===== config.mk =====
export PLATFORM = sky130hd
export DESIGN_NAME = pixel_width_scaler
export DESIGN_NICKNAME = d
export VERILOG_FILES = /design/src/rtl/pixel_width_scaler.sv
export SDC_FILE = /design/constraint.sdc
export NUM_CORES = 1
export LEC_CHECK = 0
export BUFFER_PORTS_ARGS = -buffer_cell sky130_fd_sc_hd__buf_2
export CAP_MARGIN = 20
export CELL_PAD_IN_SITES_DETAIL_PLACEMENT = 0
export CELL_PAD_IN_SITES_GLOBAL_PLACEMENT = 1
export CORE_MARGIN = 4
export CORE_UTILIZATION = 40
export CTS_BUF_LIST = sky130_fd_sc_hd__clkbuf_4 sky130_fd_sc_hd__clkbuf_8
export CTS_CLUSTER_SIZE = 14
export DETAILED_ROUTE_END_ITERATION = 8
export PLACE_DENSITY_LB_ADDON = 0.1
export SYNTH_ARGS = -nofsm -noshare
export SYNTH_HDL_FRONTEND = slang
export SYNTH_SLANG_ARGS = --single-unit

===== constraint.sdc =====
create_clock -name clk -period 2.59 [get_ports clk]
set_input_delay 0.259 -clock clk [delete_from_list [all_inputs] [get_ports clk]]
set_output_delay 0.259 -clock clk [all_outputs]
set_load 0.01 [all_outputs]

===== src/rtl/pixel_width_scaler.sv =====
module pixel_width_scaler #(
  parameter int SCALE_W = 8,
  parameter int FRAC_W  = 7
) (
  input  logic               clk,
  input  logic               rst_n,
  input  logic               pix_en,
  input  logic               line_start,
  input  logic [SCALE_W-1:0] scale,
  output logic               adv,
  output logic [$clog2((((1<<FRAC_W)-1+(1<<SCALE_W)-1)>>FRAC_W)+1)-1:0] adv_cnt
);
  localparam int SUM_W = ((SCALE_W > FRAC_W) ? SCALE_W : FRAC_W) + 1;
  localparam int CNT_W = $clog2((((1<<FRAC_W)-1+(1<<SCALE_W)-1)>>FRAC_W)+1);

  logic [FRAC_W-1:0] phase;
  logic [FRAC_W-1:0] base;
  logic [SUM_W-1:0]  sum;

  assign base = line_start ? '0 : phase;
  assign sum  = SUM_W'(base) + SUM_W'(scale);

  always_ff @(posedge clk) begin
    if (!rst_n) begin
      phase   <= '0;
      adv     <= 1'b0;
      adv_cnt <= '0;
    end else if (pix_en) begin
      phase   <= sum[FRAC_W-1:0];
      adv_cnt <= CNT_W'(sum >> FRAC_W);
      adv     <= sum >= SUM_W'(1 << FRAC_W);
    end else begin
      phase   <= base;
      adv_cnt <= '0;
      adv     <= 1'b0;
    end
  end
endmodule


==> flow_summary.ini, run 1 <==
[sta]
timing_hold_violations_final = 0
setup_ws_ns = 0.637
finalCriticalPeriod_ns = 1.95
tightestPinTransition_ns = 0.312
max_freq_ghz = 0.512
finClkSkew_ns = 0.00141
slew_viol_final = 0
setup_violations = 0
fin_crit_sh = 0.754
setup_tns_ns = 0
rsz0062_at_grt = no
slew_headroom = 0.790

[synthesis]
ys_seq_elements = 10
syn_area_per_cell_um2 = 8.73
syn_nets = 101
synth_top_area_frac = 0.283
synth-seq-area-share = 0.283
yosys_warnings = 0
ys_types = 26
synth.area.top_cells = dfxtp_1, ha_1, nor2b_1
netlist_area_um2 = 707
yosysTopAreaCell = dfxtp_1
syn_inst = 81

[critical_path]
crit_type = flop to flop
arrival_ns = 2.12
endpoint_kind = flop
critPathRequiredTime_ns = 2.76
worstPathMaxFanout = 3
start_kind = flop

[clock_tree]
post_cts_buffers = 0
path_clk_slew_ns = 0.07
cts_buffer_depth = 2
cts.htree.levels = 1
cts_sinks = 10
cts_tree = built
cts-root-buf = clkbuf_4
holdBufCountCts = 0
cts_resized = 0
cts_inserted_buffers = 3
clock_latency_ns = 0.27

[die]
die_h_um = 50.0
ios = 15
die_w_um = 50.0
num_rows = 14
start_util = 0.443
dieArea_um2 = 2500
coreArea_um2 = 1590

[global_routing]
global_route.usage.total = 0.126
grt_max_degree = 11
grt_pass1_vias = 504
grt_pass1_wl_um = 2360
antenna_found_initial = 0
overflow = 0

[pwr]
cellPowerDensity_nw_per_um2 = 472
peakVddDrop_mv = 0.298
p_leak_nw = 0.398
p_total_mw = 0.394

[layout]
nets = 118
syn2layout_area_growth_pct = 18.2
layout_commonest_cell = buf_2
final_cell_mix = buf_2, nor2b_1, dfxtp_1
num_antenna_cells = 0
postLayoutCoreUtil = 0.524
fin_cells = 121
drive_gt1_frac = 0.196

[status]
outcome = finished clean

[place]
place_congestion = 0.789
port_buffers = 14
pre_cts_ws_ns = 0.526
dp.cells = 117
hpwl_um = 1160

[routing]
routed_wl_um = 1460
drc = 0
postRouteAntennaNets = 0
wl_per_cell_um = 12.1
drtIter0Drc = 9
vias_per_cell = 4.99
vias = 604
drt_first_pass_iters = 4

[job]
maxCapViolations = 0

[worst_hold_path]
holdCritPathClass = input pin to flop
-- sequential cells by signal (all words and copies together) (netlist names) --
signal and count:
adv 1, adv_cnt 2, phase 7
-- Yosys cell counts --
library cell  number
nor2b_1           12
dfxtp_1           10
nor2_1             8
ha_1               7
mux2i_1            5
o21ai_0            5
a211oi_1           3
a21oi_1            3
inv_1              3
nand2_1            3
o21a_1             3
a21o_1             2
clkbuf_1           2
o31a_1             2
xnor2_1            2
a31oi_1            1
and2_1             1
and4b_1            1
fa_1               1
nand2b_1           1
nand3b_1           1
nand4_1            1
nor2b_4            1
nor3b_1            1
o211ai_1           1
o21bai_1           1
-- critical path: stages, from the launching register on --
cell	delay, ns
dfxtp_1	0.30
nor2b_1	0.16
ha_1	0.21
inv_1	0.06
fa_1	0.44
nor2b_4	0.14
o31a_1	0.17
o31a_1	0.17
a211oi_1	0.06
a21o_1	0.16
-- report_power, final --
| part | internal [mW] | switching [mW] |
|---|---|---|
| registers | 0.163 | 0.00161 |
| clock network | 0.0854 | 0.0604 |
| logic | 0.0410 | 0.0432 |
-- layer usage --
layer | GRT usage | vias to the layer above | wire (um)
met5 | 0 | - | 0
met4 | 0.0553 | 0 | 23
li1 | - | 323 | -
met3 | 0.0271 | 6 | 55
met2 | 0.183 | 15 | 621
met1 | 0.175 | 260 | 761
-- metrics by stage --
stage	hold WS (ns)	area, um^2
floorplan	0.358	707
global placement	0.503	800
detailed placement	0.500	800
CTS	0.213	836
global route	0.233	836
finish	0.223	836
-- cells by family after synthesis --
kind of cell,synth area share
XOR/XNOR,0.0248
multiplexers,0.0708
AO/OA/AOI/OAI,0.196
buffers and inverters,0.0266
AND/OR/NAND/NOR,0.246
flip-flops,0.283
adder cells (fa/ha/maj),0.152
-- final timing paths --
path	from	end	slack, ns	depth (start not counted)
worst max-delay path	phase[0]	phase[6]	0.64	9
worst max register to register	phase[0]	phase[6]	0.64	9
worst min register to register	phase[6]	phase[6]	0.63	2
worst min-delay path	scale[7]	adv	0.22	2
-- area by class of cell --
cell class	instances	area (um^2)
Sequential cell	10	200
Clock buffer	4	36.3
Timing Repair Buffer	14	70.1
Multi-Input combinational cell	66	488
Tap cell	24	30.0
Inverter	3	11.3
Fill cell	154	758
Note: power is estimated with default switching activity, not from simulation.
==> inputs of run 2 (changes only) <==
==> constraint.sdc (replaced) <==
create_clock -name clk -period 1.8 [get_ports clk]
set_input_delay 0.18 -clock clk [delete_from_list [all_inputs] [get_ports clk]]
set_output_delay 0.18 -clock clk [all_outputs]
set_load 0.01 [all_outputs]
==> flow_summary.ini, run 2 (synthesis gave the netlist of run 1 again) <==
[worst_hold_path]
hold_start = scale[7]
holdCritPathClass = input pin to flop
hold_end = adv
hold-path-cell-count = 2

[global_routing]
grt_pass1_wl_um = 2620
global_route.usage.total = 0.139
grt_max_degree = 11
antenna_found_initial = 0
grt_pass1_vias = 554
overflow = 0

[layout]
stdcell_area_um2 = 928
syn2layout_area_growth_pct = 31.3
postLayoutCoreUtil = 0.582
fin_cells = 129
drive_gt1_frac = 0.343
nets = 127
regMostFlops = phase
largest_reg_flops = 7
num_antenna_cells = 0
final_cell_mix = buf_2, nor2b_1, dfxtp_1, buf_4, nor2_1
layout_commonest_cell = buf_2
top_regs = phase: 7 flops, adv_cnt: 2 flops, adv: 1 flops

[clock_tree]
path_clk_slew_ns = 0.07
cts_tree = built
cts_sinks = 10
holdBufCountCts = 0
clock_latency_ns = 0.26
cts_buffer_depth = 2
cts-root-buf = clkbuf_4
cts.htree.levels = 1
cts_inserted_buffers = 3

[critical_path]
crit_path_cell_trace = nor2b_2 -> ha_1 -> nor2b_4 -> o31a_1 -> o31a_1 -> nor2_2 -> a31oi_1
crit_slowest_cell = dfxtp_1
r2r_start = phase[2]
crit_type = flop to flop
path_buf_inv = 0
arrival_ns = 1.96
r2r_end = adv
worstRegToRegCells = 7
start_kind = flop
endpoint_kind = flop
slowest_delay_ns = 0.30
r2r_setup_slack_ns = -0.02
critPathMostFrequentCell = o31a_1
critPathRequiredTime_ns = 1.94
worstPathMaxFanout = 3
cpLargestDelayFamily = compound AO/OA/AOI/OAI gates

[routing]
postRouteAntennaNets = 0
vias = 666
drc = 0
drtIter0Drc = 18
wl_per_cell_um = 12.6
drt_first_pass_iters = 4
routed_wl_um = 1620
vias_per_cell = 5.16

[sta]
max_freq_ghz = 0.548
fin_crit_sh = 1.01
slew_viol_final = 0
tightestPinTransition_ns = 0.254
finClkSkew_ns = 0.00257
slew_headroom = 0.830
setup_ws_ns = -0.0241
setup_violations = 2
finalCriticalPeriod_ns = 1.82
timing_hold_violations_final = 0
rsz0062_at_grt = yes

[die]
ios = 15
coreArea_um2 = 1590
die_w_um = 50.0
dieArea_um2 = 2500
num_rows = 14
start_util = 0.443
die_h_um = 50.0

[status]
outcome = finished, violations left
violations = negative setup slack

[place]
dpl_cell_area_um2 = 860
place_congestion = 0.770
port_buffers = 14
dp.cells = 125
hpwl_um = 1200

[job]
maxCapViolations = 0

[pwr]
p_leak_nw = 0.439
cellPowerDensity_nw_per_um2 = 579
peakVddDrop_mv = 0.328
run 2: what timing repair did:
action                     4_1_cts  5_1_grt
setup buffers                    0        1
setup endpoints to repair        4        6
pin swaps                        0        1
resized for setup                7        6
run 2: layer usage:
| layer | global-route usage | wire length (um) | up-vias |
|---|---|---|---|
| li1 | - | - | 338 |
| met1 | 0.203 | 797 | 298 |
| met2 | 0.183 | 696 | 22 |
| met3 | 0.0422 | 95 | 8 |
| met4 | 0.0553 | 29 | 0 |
| met5 | 0 | 0 | - |
run 2: worst max-delay path by stage:
stage	end	cells after the start	slack (ns)	start
floorplan	phase[6]	9	0.002	phase[0]
global placement	phase[6]	10	-0.06	line_start
detailed placement	adv_cnt[1]	10	-0.12	line_start
CTS	adv_cnt[1]	9	-0.01	phase[0]
global route	adv	7	-0.12	phase[2]
finish	adv	7	-0.02	phase[2]
run 2: through the flow:
| step | hold slack [ns] | power, mW | worst slack (ns) | setup TNS, ns |
|---|---|---|---|---|
| floorplan | 0.279 | 0.329 | 0.00223 | 0 |
| global placement | 0.421 | 0.376 | -0.0577 | -0.136 |
| detailed placement | 0.431 | 0.376 | -0.121 | -0.322 |
| CTS | 0.153 | 0.540 | -0.0127 | -0.0127 |
| global route | 0.164 | 0.583 | -0.121 | -0.357 |
| finish | 0.178 | 0.538 | -0.0241 | -0.0299 |
run 2: cell type report:
type                    instances  area, um^2
fillers                       167         666
multi-input cells              66         526
flip-flops and latches         10         201
repair buffers                 23         138
well taps                      24        30.0
clock buffers                   3        22.5
inverters                       3        11.3
run 2: report_power, final:
group	total [mW]	internal, mW	leakage (nW)	switching (mW)
Sequential	0.238	0.235	0.0825	0.00290
Clock	0.156	0.0771	0.0138	0.0791
Combinational	0.144	0.0751	0.343	0.0690
Total	0.538	0.387	0.439	0.151
run 2: worst register-to-register path: cells and delay by family (launching register included):
family                   cells  cell delay [ns]
flip-flops                   1             0.30
AO/OA/AOI/OAI                3             0.65
adder cells (fa/ha/maj)      1             0.30
AND/OR/NAND/NOR              3             0.45
==> inputs of run 3 (changes only) <==
--- a/config.mk
+++ b/config.mk
@@ -9,7 +9,6 @@
 export CAP_MARGIN = 20
 export CELL_PAD_IN_SITES_DETAIL_PLACEMENT = 0
 export CELL_PAD_IN_SITES_GLOBAL_PLACEMENT = 1
-export CORE_MARGIN = 4
 export CORE_UTILIZATION = 40
 export CTS_BUF_LIST = sky130_fd_sc_hd__clkbuf_4 sky130_fd_sc_hd__clkbuf_8
 export CTS_CLUSTER_SIZE = 14
==> flow_summary.ini, run 3 (synthesis gave the netlist of run 1 again) <==
[routing]
drt_first_pass_iters = 6
drc = 0
postRouteAntennaNets = 0
vias = 666
wl_per_cell_um = 12.9
drtIter0Drc = 9
routed_wl_um = 1600
vias_per_cell = 5.37

[critical_path]
r2r_end = phase[6]
worstRegToRegCells = 9
worstPathMaxFanout = 3
r2r_start = phase[0]
arrival_ns = 2.03
slowest_delay_ns = 0.30
critPathRequiredTime_ns = 2.02
start_kind = flop
crit_path_cell_trace = nor2b_4 -> ha_4 -> inv_2 -> fa_2 -> nor2b_4 -> o31a_1 -> o31a_1 -> a211oi_2 -> a21o_1
r2r_setup_slack_ns = -0.02
crit_type = flop to flop
endpoint_kind = flop
crit_slowest_cell = dfxtp_1

[place]
place_congestion = 0.781
dp.cells = 118
dpl_cell_area_um2 = 857
port_buffers = 14
hpwl_um = 1170

[global_routing]
grt_pass1_wl_um = 2790
global_route.usage.total = 0.198
antenna_found_initial = 0
overflow = 0
grt_pass1_vias = 657
grt_max_degree = 11

[clock_tree]
cts_tree = built
cts-root-buf = clkbuf_4
cts_sinks = 10
holdBufCountCts = 0
cts_buffer_depth = 2
cts.htree.levels = 1
cts_inserted_buffers = 3
clock_latency_ns = 0.27
path_clk_slew_ns = 0.07

[layout]
layout_commonest_cell = buf_2
fillerInstances = 153
fin_cells = 124
syn2layout_area_growth_pct = 35.4
nets = 129
stdcell_area_um2 = 957
largest_reg_flops = 7
regMostFlops = phase
num_antenna_cells = 0
final_cell_mix = buf_2, buf_4, nor2b_1, dfxtp_1, nor2_1
top_regs = phase: 7 flops, adv_cnt: 2 flops, adv: 1 flops
drive_gt1_frac = 0.370

[worst_hold_path]
holdCritPathClass = input pin to flop
hold_end = adv
hold_start = scale[7]
hold-path-cell-count = 2

[sta]
rsz0062_at_grt = yes
finClkSkew_ns = 0.00291
setup_violations = 1
setup_ws_ns = -0.0165
slew_headroom = 0.843
timing_hold_violations_final = 0
finalCriticalPeriod_ns = 1.82
slew_viol_final = 0
max_freq_ghz = 0.550
tightestPinTransition_ns = 0.236
fin_crit_sh = 1.01

[job]
maxCapViolations = 0

[die]
ios = 15
coreArea_um2 = 1580
start_util = 0.448
num_rows = 14
die_h_um = 44.0
dieArea_um2 = 1940
die_w_um = 44.0

[pwr]
cellPowerDensity_nw_per_um2 = 626
p_leak_nw = 0.463
peakVddDrop_mv = 0.385

[status]
outcome = finished, violations left
violations = negative setup slack
==> run 3: cell types whose count changed in the layout (fill, tap and decap cells not counted) <==
cell / previous run / this run
a21oi_2: 0 / 1
dfxtp_2: 1 / 0
nand2b_4: 0 / 1
clkbuf_8: 0 / 1
a21oi_1: 3 / 2
nand2b_1: 1 / 0
dfxtp_1: 9 / 10
buf_4: 9 / 11
==> run 3: critical path, delay by kind of cell, from the launching register on <==
family          cells  cell delay, ns
compound gates      4            0.86
fa+ha+maj           2            0.37
buf+inv             1            0.05
flops               1            0.30
simple gates        2            0.17
==> run 3: where the power goes <==
part / internal (mW) / leakage (nW) / switching, mW / total (mW)
logic: 0.0803 / 0.360 / 0.0720 / 0.152
registers: 0.234 / 0.0822 / 0.00333 / 0.238
clock network: 0.123 / 0.0210 / 0.0869 / 0.210
==> run 3: per-stage QoR <==
| step | setup TNS, ns | hold slack [ns] | power [mW] | setup WS (ns) | util |
|---|---|---|---|---|---|
| detailed placement | -0.313 | 0.420 | 0.378 | -0.126 | 0.544 |
| global route | -0.280 | 0.145 | 0.635 | -0.0894 | 0.607 |
| floorplan | 0 | 0.279 | 0.329 | 0.00223 | - |
| finish | -0.0165 | 0.143 | 0.600 | -0.0165 | 0.607 |
| global placement | -0.213 | 0.422 | 0.378 | -0.0803 | 0.544 |
| CTS | 0 | 0.130 | 0.603 | 0.0177 | 0.595 |
==> run 3: final cells by class <==
cell class,instances,area (um^2),share of cell area
clock buffers,4,36.3,0.0379
inverters,3,11.3,0.0118
multi-input cells,66,537,0.561
flip-flops and latches,10,200,0.209
well taps,16,20.0,0.0209
repair buffers,25,153,0.159
==> run 3: worst max path at each step <==
stage                          start         end  slack, ns
after floorplan             phase[0]    phase[6]      0.002
after global placement    line_start    phase[6]      -0.08
after global routing        phase[0]    phase[6]      -0.09
after CTS                   phase[0]  adv_cnt[1]       0.02
final                       phase[0]    phase[6]      -0.02
after detailed placement  line_start  adv_cnt[1]      -0.13
==> run 3: repair_timing <==
action                     4_1_cts  5_1_grt
gates resized for setup          8        6
pin swaps                        1        1
setup buffers                    2        0
setup endpoints to repair        5        6
==> run 3: metal layers <==
| layer | share of wire | global-route usage |
|---|---|---|
| met1 | 0.49 | 0.276 |
| met2 | 0.47 | 0.297 |
| met3 | 0.028 | 0.0245 |
| met4 | 0.013 | 0.109 |
| met5 | 0 | 0 |
